[src/rtl/i2cs_pkg.sv]
package i2cs_pkg;

    localparam int BYTE_W = 8;
    localparam int CNT_W  = $clog2(BYTE_W) + 1;
    localparam int PFX_W  = 5;
    localparam logic [PFX_W-1:0] TEN_PREFIX = 5'b11110;

    typedef enum logic [2:0] {
        ST_IDLE,
        ST_ADDR,
        ST_AACK,
        ST_RX,
        ST_DACK,
        ST_TX,
        ST_TACK
    } ctrl_state_e;

endpackage

[src/rtl/i2cs_bus_events.sv]
module i2cs_bus_events (
    input  logic clk,
    input  logic rst_n,
    input  logic scl_i,
    input  logic sda_i,
    output logic scl_rise_o,
    output logic scl_fall_o,
    output logic start_o,
    output logic stop_o
);

    logic scl_q;
    logic sda_q;

    always_ff @(posedge clk or negedge rst_n) begin
        if (!rst_n) begin
            scl_q <= 1'b1;
            sda_q <= 1'b1;
        end else begin
            scl_q <= scl_i;
            sda_q <= sda_i;
        end
    end

    always_comb begin
        scl_rise_o = scl_i & ~scl_q;
        scl_fall_o = ~scl_i & scl_q;
        start_o    = scl_q & scl_i & sda_q & ~sda_i;
        stop_o     = scl_q & scl_i & ~sda_q & sda_i;
    end

endmodule

[src/rtl/i2cs_addr_cmp.sv]
module i2cs_addr_cmp
    import i2cs_pkg::*;
(
    input  logic [BYTE_W-1:0] byte_i,
    input  logic [BYTE_W-1:0] own_i,
    input  logic              ten_bit_i,
    input  logic              hi_done_i,
    output logic              hit_o,
    output logic              hi_hit_o
);

    localparam int HI_W = BYTE_W - PFX_W - 1;

    logic seven_hit;
    logic hi_form_hit;
    logic low_hit;

    always_comb begin
        seven_hit   = (byte_i[BYTE_W-1:1] == own_i[BYTE_W-2:0]);
        hi_form_hit = (byte_i[BYTE_W-1:BYTE_W-PFX_W] == TEN_PREFIX) &&
                      (byte_i[HI_W:1] == own_i[HI_W-1:0]);
        low_hit     = (byte_i == own_i);

        hit_o    = 1'b0;
        hi_hit_o = 1'b0;
        if (!ten_bit_i) begin
            hit_o = seven_hit;
        end else if (!hi_done_i) begin
            hi_hit_o = hi_form_hit;
            hit_o    = hi_form_hit;
        end else begin
            hit_o = low_hit;
        end
    end

endmodule

[src/rtl/i2cs_ctrl.sv]
module i2cs_ctrl
    import i2cs_pkg::*;
(
    input  logic              clk,
    input  logic              rst_n,
    input  logic              en_i,
    input  logic              ten_bit_i,
    input  logic              scl_rise_i,
    input  logic              scl_fall_i,
    input  logic              start_i,
    input  logic              stop_i,
    input  logic              sda_i,
    input  logic [BYTE_W-1:0] own_addr_i,
    input  logic              addr_wr_i,
    input  logic              buf_wr_i,
    input  logic [BYTE_W-1:0] buf_wdata_i,
    input  logic              buf_rd_i,
    output logic              sda_pull_o,
    output logic [BYTE_W-1:0] buf_q_o,
    output logic              start_f_o,
    output logic              stop_f_o,
    output logic              rw_f_o,
    output logic              ua_f_o,
    output logic              bf_f_o,
    output logic              ovf_f_o
);

    localparam logic [CNT_W-1:0] LAST_BIT = CNT_W'(BYTE_W - 1);

    ctrl_state_e state;
    ctrl_state_e nxt;

    logic [CNT_W-1:0]  cnt_q;
    logic [BYTE_W-1:0] sr_q;
    logic [BYTE_W-1:0] tx_sr_q;
    logic [BYTE_W-1:0] rx_byte_n;
    logic              ph_q;
    logic              ack_q;
    logic              hi_done_q;
    logic              more_addr_q;
    logic              rw_pend_q;
    logic              nack_q;
    logic              addr_hit;
    logic              addr_hi_hit;
    logic              last_bit;

    assign rx_byte_n = {sr_q[BYTE_W-2:0], sda_i};
    assign last_bit  = (cnt_q == LAST_BIT);

    i2cs_addr_cmp u_cmp (
        .byte_i    (rx_byte_n),
        .own_i     (own_addr_i),
        .ten_bit_i (ten_bit_i),
        .hi_done_i (hi_done_q),
        .hit_o     (addr_hit),
        .hi_hit_o  (addr_hi_hit)
    );

    // state register
    always_ff @(posedge clk or negedge rst_n) begin
        if (!rst_n) state <= ST_IDLE;
        else        state <= nxt;
    end

    // transitions
    always_comb begin
        nxt = state;
        if (!en_i) begin
            nxt = ST_IDLE;
        end else if (start_i) begin
            nxt = ST_ADDR;
        end else if (stop_i) begin
            nxt = ST_IDLE;
        end else begin
            unique case (state)
                ST_IDLE: nxt = ST_IDLE;
                ST_ADDR: if (scl_rise_i && last_bit) nxt = addr_hit ? ST_AACK : ST_IDLE;
                ST_AACK: if (scl_fall_i && ph_q)
                             nxt = more_addr_q ? ST_ADDR : (rw_f_o ? ST_TX : ST_RX);
                ST_RX:   if (scl_rise_i && last_bit) nxt = ST_DACK;
                ST_DACK: if (scl_fall_i && ph_q) nxt = ack_q ? ST_RX : ST_IDLE;
                ST_TX:   if (scl_fall_i && last_bit) nxt = ST_TACK;
                ST_TACK: if (scl_fall_i) nxt = nack_q ? ST_IDLE : ST_TX;
                default: nxt = ST_IDLE;
            endcase
        end
    end

    // datapath and flags
    always_ff @(posedge clk or negedge rst_n) begin
        if (!rst_n) begin
            cnt_q       <= '0;
            sr_q        <= '0;
            tx_sr_q     <= '0;
            ph_q        <= 1'b0;
            ack_q       <= 1'b0;
            hi_done_q   <= 1'b0;
            more_addr_q <= 1'b0;
            rw_pend_q   <= 1'b0;
            nack_q      <= 1'b0;
            buf_q_o     <= '0;
            start_f_o   <= 1'b0;
            stop_f_o    <= 1'b0;
            rw_f_o      <= 1'b0;
            ua_f_o      <= 1'b0;
            bf_f_o      <= 1'b0;
            ovf_f_o     <= 1'b0;
        end else begin
            if (addr_wr_i) ua_f_o <= 1'b0;
            if (buf_wr_i) begin
                buf_q_o <= buf_wdata_i;
                bf_f_o  <= 1'b1;
            end
            if (buf_rd_i) begin
                bf_f_o  <= 1'b0;
                ovf_f_o <= 1'b0;
            end

            if (!en_i) begin
                start_f_o <= 1'b0;
                stop_f_o  <= 1'b0;
                rw_f_o    <= 1'b0;
                ua_f_o    <= 1'b0;
                ph_q      <= 1'b0;
                cnt_q     <= '0;
                hi_done_q <= 1'b0;
            end else if (start_i) begin
                start_f_o <= 1'b1;
                stop_f_o  <= 1'b0;
                rw_f_o    <= 1'b0;
                cnt_q     <= '0;
                ph_q      <= 1'b0;
                hi_done_q <= 1'b0;
            end else if (stop_i) begin
                stop_f_o  <= 1'b1;
                start_f_o <= 1'b0;
                rw_f_o    <= 1'b0;
                hi_done_q <= 1'b0;
            end else begin
                unique case (state)
                    ST_ADDR: if (scl_rise_i) begin
                        sr_q  <= rx_byte_n;
                        cnt_q <= cnt_q + 1'b1;
                        if (last_bit) begin
                            cnt_q <= '0;
                            ph_q  <= 1'b0;
                            ack_q <= 1'b1;
                            if (addr_hi_hit) begin
                                ua_f_o      <= 1'b1;
                                rw_pend_q   <= rx_byte_n[0];
                                hi_done_q   <= 1'b1;
                                more_addr_q <= 1'b1;
                            end else if (addr_hit) begin
                                more_addr_q <= 1'b0;
                                rw_f_o      <= ten_bit_i ? rw_pend_q : rx_byte_n[0];
                            end
                        end
                    end
                    ST_AACK: if (scl_fall_i) begin
                        if (!ph_q) begin
                            ph_q <= 1'b1;
                        end else begin
                            ph_q    <= 1'b0;
                            cnt_q   <= '0;
                            tx_sr_q <= buf_q_o;
                        end
                    end
                    ST_RX: if (scl_rise_i) begin
                        sr_q  <= rx_byte_n;
                        cnt_q <= cnt_q + 1'b1;
                        if (last_bit) begin
                            cnt_q <= '0;
                            ph_q  <= 1'b0;
                            if (bf_f_o) begin
                                ovf_f_o <= 1'b1;
                                ack_q   <= 1'b0;
                            end else begin
                                buf_q_o <= rx_byte_n;
                                bf_f_o  <= 1'b1;
                                ack_q   <= 1'b1;
                            end
                        end
                    end
                    ST_DACK: if (scl_fall_i) begin
                        if (!ph_q) begin
                            ph_q <= 1'b1;
                        end else begin
                            ph_q <= 1'b0;
                            if (!ack_q) rw_f_o <= 1'b0;
                        end
                    end
                    ST_TX: if (scl_fall_i) begin
                        tx_sr_q <= {tx_sr_q[BYTE_W-2:0], 1'b0};
                        cnt_q   <= cnt_q + 1'b1;
                        if (last_bit) begin
                            cnt_q  <= '0;
                            bf_f_o <= 1'b0;
                        end
                    end
                    ST_TACK: begin
                        if (scl_rise_i) nack_q <= sda_i;
                        if (scl_fall_i) begin
                            tx_sr_q <= buf_q_o;
                            if (nack_q) rw_f_o <= 1'b0;
                        end
                    end
                    default: ;
                endcase
            end
        end
    end

    // outputs
    always_comb begin
        sda_pull_o = 1'b0;
        unique case (state)
            ST_AACK, ST_DACK: sda_pull_o = ph_q & ack_q;
            ST_TX:            sda_pull_o = ~tx_sr_q[BYTE_W-1];
            default:          sda_pull_o = 1'b0;
        endcase
    end

endmodule

[src/rtl/i2c_slave_stat.sv]
module i2c_slave_stat
    import i2cs_pkg::*;
(
    input  logic              clk,
    input  logic              rst_n,
    input  logic              en_i,
    input  logic              ten_bit_i,
    input  logic              scl_i,
    input  logic              sda_i,
    output logic              sda_pull_o,
    input  logic              addr_wr_i,
    input  logic [BYTE_W-1:0] addr_wdata_i,
    input  logic              buf_wr_i,
    input  logic [BYTE_W-1:0] buf_wdata_i,
    input  logic              buf_rd_i,
    output logic [BYTE_W-1:0] buf_rdata_o,
    output logic              st_start_o,
    output logic              st_stop_o,
    output logic              st_rw_o,
    output logic              st_ua_o,
    output logic              st_bf_o,
    output logic              st_ovf_o
);

    logic              scl_rise;
    logic              scl_fall;
    logic              start_det;
    logic              stop_det;
    logic [BYTE_W-1:0] own_addr_q;

    always_ff @(posedge clk or negedge rst_n) begin
        if (!rst_n)         own_addr_q <= '0;
        else if (addr_wr_i) own_addr_q <= addr_wdata_i;
    end

    i2cs_bus_events u_events (
        .clk        (clk),
        .rst_n      (rst_n),
        .scl_i      (scl_i),
        .sda_i      (sda_i),
        .scl_rise_o (scl_rise),
        .scl_fall_o (scl_fall),
        .start_o    (start_det),
        .stop_o     (stop_det)
    );

    i2cs_ctrl u_ctrl (
        .clk         (clk),
        .rst_n       (rst_n),
        .en_i        (en_i),
        .ten_bit_i   (ten_bit_i),
        .scl_rise_i  (scl_rise),
        .scl_fall_i  (scl_fall),
        .start_i     (start_det),
        .stop_i      (stop_det),
        .sda_i       (sda_i),
        .own_addr_i  (own_addr_q),
        .addr_wr_i   (addr_wr_i),
        .buf_wr_i    (buf_wr_i),
        .buf_wdata_i (buf_wdata_i),
        .buf_rd_i    (buf_rd_i),
        .sda_pull_o  (sda_pull_o),
        .buf_q_o     (buf_rdata_o),
        .start_f_o   (st_start_o),
        .stop_f_o    (st_stop_o),
        .rw_f_o      (st_rw_o),
        .ua_f_o      (st_ua_o),
        .bf_f_o      (st_bf_o),
        .ovf_f_o     (st_ovf_o)
    );

endmodule

[config.mk]
export PLATFORM = sky130hd
export DESIGN_NAME = i2c_slave_stat
export DESIGN_NICKNAME = d
export VERILOG_FILES = /design/src/rtl/i2cs_pkg.sv /design/src/rtl/i2cs_bus_events.sv /design/src/rtl/i2cs_addr_cmp.sv /design/src/rtl/i2cs_ctrl.sv /design/src/rtl/i2c_slave_stat.sv
export SDC_FILE = /design/constraint.sdc
export NUM_CORES = 1
export LEC_CHECK = 0
export ABC_CLOCK_PERIOD_IN_PS = 2300
export BUFFER_PORTS_ARGS = -buffer_cell sky130_fd_sc_hd__buf_2
export CAP_MARGIN = 20
export CORE_MARGIN = 10
export CORE_UTILIZATION = 55
export CTS_CLUSTER_DIAMETER = 100
export CTS_CLUSTER_SIZE = 40
export DETAILED_ROUTE_END_ITERATION = 8
export PLACE_DENSITY = 0.74
export SETUP_SLACK_MARGIN = 0.5
export SLEW_MARGIN = 10
export SYNTH_ARGS = -nofsm -noshare
export SYNTH_HDL_FRONTEND = slang
export SYNTH_SLANG_ARGS = --single-unit
export TNS_END_PERCENT = 100
[constraint.sdc]
create_clock -name clk -period 2.3 [get_ports clk]
set_input_delay 0.115 -clock clk [delete_from_list [all_inputs] [get_ports clk]]
set_output_delay 0.115 -clock clk [all_outputs]
set_load 0.02 [all_outputs]
* Word level (Yosys, flattened, before mapping)
Index checks and enable logic that the tools add are counted.
W data, S select, Z words.
** Operators by class
- $add $sub $neg :: 1
- Muxes and demuxes :: 112
- Equal/unequal tests :: 48
- Bitwise gates (word level) :: 15
- Reduce and logical (&&, ||, !) cells :: 20
** Operators by type and width (number)
- $mux W8 :: 12
- $mux W1 :: 70
- $ne A5 B4 Y1 const B :: 12
- $mux W3 :: 12
- $mux W4 :: 8
- $pmux W8 S3 :: 1
- $pmux W3 S6 :: 1
- $ne A2 B1 Y1 const B :: 8
- $ne A4 B1 Y1 const B :: 4
- $ne A4 B3 Y1 const B :: 4
- $reduce_and A8 Y1 :: 2
- $reduce_and A5 Y1 :: 3
- $reduce_and A7 Y1 :: 2
- $ne A4 B2 Y1 const B :: 3
- $pmux W4 S3 :: 1
- $reduce_and A6 Y1 :: 2
- $ne A5 B5 Y1 const B :: 2
- $reduce_and A10 Y1 :: 1
- $eq A3 B3 Y1 const B :: 3
- $and A1 B1 Y1 :: 8
- $eq A8 B8 Y1 :: 1
- $pmux W1 S2 :: 4
- $eq A7 B7 Y1 :: 1
- $not A1 Y1 :: 7
- other kinds (17) :: 24
** Word-level totals
- Output and inout port bits :: 15
- Register bits after elaboration :: 52
- Input port bits :: 25
- Logic and storage cells :: 216

* Logic depth before layout (Yosys ltp)
- Depth in word-level cells :: 12
- Depth in mapped cells :: 9
- Mapped depth without buffers :: 7

* Modules after synthesis
A second synthesis with hierarchy kept.
** Second synthesis, totals
- Cells, all modules :: 259
- Area, all modules :: 2865.2 um^2
** Modules (own cells, without submodules)
- i2cs_ctrl :: area an instance 2242.2 um^2, seq. area each 1051.0 um^2, instances 1, cells each 211
- i2c_slave_stat :: area an instance 331.6 um^2, seq. area each 200.2 um^2, instances 1, cells each 17
- i2cs_addr_cmp :: area an instance 206.4 um^2, seq. area each 0.0 um^2, instances 1, cells each 25
- i2cs_bus_events :: area an instance 85.1 um^2, seq. area each 52.6 um^2, instances 1, cells each 6

* Worst setup path after synthesis
No wires, ideal clock.
- Path type :: flip-flop to flip-flop
- Start point :: register u_events.scl_q
- End point :: register u_ctrl.state[2]
- Setup time :: 0.076 ns
- Slack :: 0.542 ns
- Period minus slack after synthesis :: 1.758 ns
- Required time :: 2.224 ns
- Buffers on the path :: 1
- Arrival time :: 1.681 ns
- Stages on the path, launching flop included :: 7
- Cells stage by stage :: dfstp_2 buf_4 nor2b_1 a32oi_1 or2_1 o32a_1 o21ai_1
** On the way
- Cells in the longest elaborated chain, start to end :: 6
- Elaborated cells on any way between the ends :: 21
- Classes of those cells :: eq/ne (6); mux (3); bitwise (8); reduce/logical (4)
** RTL lines
- start, declared :: RTL line i2cs_bus_events.sv:12 : logic scl_q;
- start signal, assigned :: RTL line i2cs_bus_events.sv:20 : scl_q <= scl_i;
- branches (longest 6 deep; another with $reduce_and A6 Y1)
- end signal, assigned :: RTL line i2cs_ctrl.sv:62 : else state <= nxt;
- end, declared :: RTL line i2cs_ctrl.sv:30 : ctrl_state_e state;
Parallel ways; which one is timed is not known.
A chain may end at the register's enable or synchronous reset.

* Worst setup path after layout
- Start point :: register u_ctrl.state[0]
- End point :: register u_ctrl.state[2]
** On the way
- Cells in the longest elaborated chain, start to end :: 5
- Elaborated cells on any way between the ends :: 17
- Classes of those cells :: eq/ne (12); mux (4); reduce/logical (1)
** RTL lines
- $eq A3 B3 Y1, or another cell as far along :: RTL line i2cs_ctrl.sv:75 : unique case (state)
- $pmux W3 S6 :: RTL line i2cs_ctrl.sv:75
- $mux W3 :: RTL line i2cs_ctrl.sv:72 : end else if (stop_i) begin
- $mux W3 :: RTL line i2cs_ctrl.sv:70 : end else if (start_i) begin
- $mux W3 :: RTL line i2cs_ctrl.sv:68 : if (!en_i) begin
Several ways; a longest one is shown, not always the timed one.

==> flow_summary.json <==
{
  "gr-usage-all-layers_pct": 15.8,
  "finalMaxSlewViolations": 0,
  "reg2reg_slack_ns": 0.47,
  "dieHeight_um": 91.8,
  "num-fill-cells": 369,
  "regArea_sq_um": 1310,
  "ios": 40,
  "hold_path_class": "in -> reg",
  "muxShareOfSynthArea_pct": 12.6,
  "dr.pass1.iters": 5,
  "core_area_sq_um": 5040,
  "ys_async_sr_fraction_pct": 100,
  "crit_cells": 6,
  "cts_made_buffers": 5,
  "cts_tree": "yes",
  "synth.net_count": 308,
  "htreeDepth": 2,
  "grt_pass1_vias": 2333,
  "nets": 368,
  "route.detailed.drc": 0,
  "yosys.area_share.simple_pct": 16.6,
  "wl_per_cell_um": 16.4,
  "synth_xor_area_share_pct": 5.25,
  "dieArea_sq_um": 8430,
  "drtIter0Drc": 201,
  "grt_max_degree": 53,
  "ys_warn_count": 0,
  "grt.overflow.total": 0,
  "p_seq_share_pct": 56.1,
  "clk_pin_slew_ns": 0.10,
  "clock_skew_ns": 0.00859,
  "drv_cap": 0,
  "synth_top_family_by_area": "simple AND/OR/NAND/NOR gates",
  "design_area_sq_um": 3440,
  "p_per_area_nw_per_um2": 520,
  "synth_compound_area_share_pct": 16.0,
  "peakVddDrop_mv": 0.376,
  "critPathBufInv": 0,
  "worstPathArrival_ns": 2.07,
  "place_area_sq_um": 3080,
  "fmax_ghz": 0.546,
  "synthTopCellsByArea": "dfrtp_1 (44%), mux2_2 (6.7%), mux2i_1 (5.3%)",
  "switching_share_pct": 28.0,
  "leakagePower_nw": 1.59,
  "cp_max_fo": 12,
  "grt_pass1_wl_um": 11200,
  "period_minus_slack_ns": 1.83,
  "yosysTopAreaCell": "dfrtp_1",
  "crit_path_end_kind": "register",
  "viasPerCell": 5.76,
  "cpPeakStageDelay_ns": 0.51,
  "hpwl_um": 4530,
  "insertion_delay_ns": 0.31,
  "post-route-period-util_pct": 79.6,
  "r2r_cells": 6,
  "crit_top_cell": "o21ai_1",
  "die_width_um": 91.8,
  "synth-adder-area-share_pct": 0.441,
  "p_switching_w": 0.000500,
  "clockPowerShare_pct": 30.0,
  "crit_family": "compound AO/OA/AOI/OAI gates",
  "multi_input_area_sq_um": 1500,
  "finalHoldViolCount": 0,
  "setup-violations-final": 0,
  "status": "complete, no violations",
  "crit_path_cell_trace": "and2b_1 -> o21ai_1 -> a32oi_1 -> or2_1 -> o32a_1 -> o21ai_1",
  "path_class": "reg -> reg",
  "crit_required_ns": 2.54,
  "rows": 26,
  "gp_congestion": 0.976,
  "initial_core_util_pct": 56.3,
  "power_frac_comb_pct": 13.9,
  "syn_inst": 282,
  "wl_um": 6790,
  "tightest_slew_ns": 0.635,
  "rsz0062_at_grt": "yes",
  "syn_to_final_growth_pct": 21.2,
  "syn_area_sq_um": 2840,
  "antenna_found_initial": 0,
  "yosysSeqAreaShare_pct": 45.9,
  "port-buffer-count": 39,
  "whs_ns": 0.0274,
  "synthDistinctLibCells": 53,
  "synth_seq_cells": 52,
  "ant_nets": 0,
  "synth-edff-count": 0,
  "drive_above_1_share_pct": 32.9,
  "avgSynthCellArea_sq_um": 10.1,
  "start_kind": "register",
  "totalNegativeSetupSlack_ns": 0,
  "synth_top_area_share_pct": 44.1,
  "min_delay_path_depth": 2,
  "antenna_cells": 0,
  "clockBufferDepth": 2,
  "clock-sinks": 52,
  "synth_top_flop_cell": "dfrtp_1",
  "ctsRootBufferMaster": "clkbuf_8",
  "cpMaxStageDelayCell": "dfrtp_2",
  "p_int_w": 0.00129,
  "relSlewSlack_pct": 57.7,
  "vias": 2378
}
-- stage by stage --
step | utilization, % | worst slack [ns] | std cells | total power [W]
after floorplan | - | 0.542 | 282 | 0.00116
after global placement | 61.1 | 0.376 | 381 | 0.00124
after detailed placement | 61.1 | 0.322 | 381 | 0.00125
after CTS | 65.2 | 0.502 | 400 | 0.00179
after global routing | 68.2 | 0.377 | 413 | 0.00188
final | 68.2 | 0.469 | 413 | 0.00179
-- sequential cells by signal, indices dropped and copies added (netlist names), 3 cells and up --
| name | count |
|---|---|
| u_ctrl.tx_sr_q | 8 |
| u_ctrl.sr_q | 7 |
| u_ctrl.state | 3 |
| u_ctrl.cnt_q | 4 |
| u_ctrl.buf_q_o | 8 |
| own_addr_q | 8 |
-- synthesized netlist by cell type, types with 2 or more instances --
cell,number
buf_4,3
nand3b_1,3
dfrtp_1,50
inv_1,7
nand2b_1,4
nor4_1,2
nor3_1,3
nand2_1,26
nor2_4,2
mux2_2,17
buf_1,2
clkbuf_1,5
dfstp_2,2
o22ai_1,2
and2b_1,2
a32oi_1,2
nor2b_1,6
o32a_1,3
a32o_1,2
xor2_1,7
and3_1,2
a21oi_1,14
nand3_1,8
o21ai_1,6
buf_2,3
o21ai_0,19
a22oi_1,2
mux2i_1,15
a21boi_1,2
o21bai_1,2
xnor2_1,10
nor2_1,22
a22o_1,4
nand4_1,4
-- metal layers --
metal  GRT usage [%]  part of all wire (%)
met5               0                     0
met4            4.11                   1.5
met2            24.3                    45
met1            21.5                    46
met3            4.16                   7.7
-- power by group through the flow --
| stage | Combinational, W | Clock (W) | Sequential (W) |
|---|---|---|---|
| finish | 0.000250 | 0.000537 | 0.00100 |
| global route | 0.000275 | 0.000591 | 0.00101 |
| CTS | 0.000240 | 0.000551 | 0.00100 |
| detailed placement | 0.000232 | 0 | 0.00102 |
| global placement | 0.000226 | 0 | 0.00102 |
| floorplan | 0.000131 | 0 | 0.00103 |
-- placed cells by master (no fill, tap or decap), types with 7 or more instances in the layout --
cell | synthesis | final
buf_4 | 3 | 21
buf_2 | 3 | 39
mux2i_1 | 15 | 15
o21ai_0 | 19 | 18
o21ai_1 | 6 | 7
inv_1 | 7 | 7
nand3_1 | 8 | 8
xnor2_1 | 10 | 10
a21oi_1 | 14 | 14
nand2_1 | 26 | 26
mux2_2 | 17 | 17
nor2_1 | 22 | 20
xor2_1 | 7 | 7
dfrtp_1 | 50 | 45
-- cell families after synthesis --
kind of cell,Yosys count
buffers and inverters,20
multiplexers,33
AO/OA/AOI/OAI,69
XOR/XNOR,17
adder cells (fa/ha/maj),1
AND/OR/NAND/NOR,90
flip-flops,52
-- what timing repair did --
item / 4_1_cts / 5_1_grt
setup endpoints to repair: 26 / 27
buffers inserted: 8 / 13
hold buffers: 3 / 0
gates resized for setup: 10 / 11
cloned: 0 / 0
pin swaps: 3 / 7
endpoints found under the hold margin: 52 / 0
-- final cells by class --
cell class	count	share of cell area [%]
Clock buffer	5	2.00
Clock inverter	3	0.655
Tap cell	70	2.55
Timing Repair Buffer	66	12.4
Inverter	7	0.764
Sequential cell	52	38.1
Multi-Input combinational cell	210	43.5
-- worst register-to-register path, delay by kind of cell, from the launching register on --
family          cells  cell delay [ns]
compound gates      4             0.68
flops               1             0.51
simple gates        2             0.56
-- worst paths after layout --
kind | end | startpoint
max in group asynchronous | u_ctrl.state[1]$_DFFE_PN0P_ | rst_n
setup reg to reg | u_ctrl.state[2]$_DFFE_PN0P_ | u_ctrl.state[0]$_DFFE_PN0P_
hold reg to reg | u_ctrl.ua_f_o$_DFF_PN0_ | u_ctrl.ua_f_o$_DFF_PN0_
setup / recovery | u_ctrl.state[2]$_DFFE_PN0P_ | u_ctrl.state[0]$_DFFE_PN0P_
min in group asynchronous | u_ctrl.start_f_o$_DFFE_PN0P_ | rst_n
hold / removal | own_addr_q[5]$_DFFE_PN0P_ | addr_wdata_i[5]
Power figures use the tool's default switching activity.
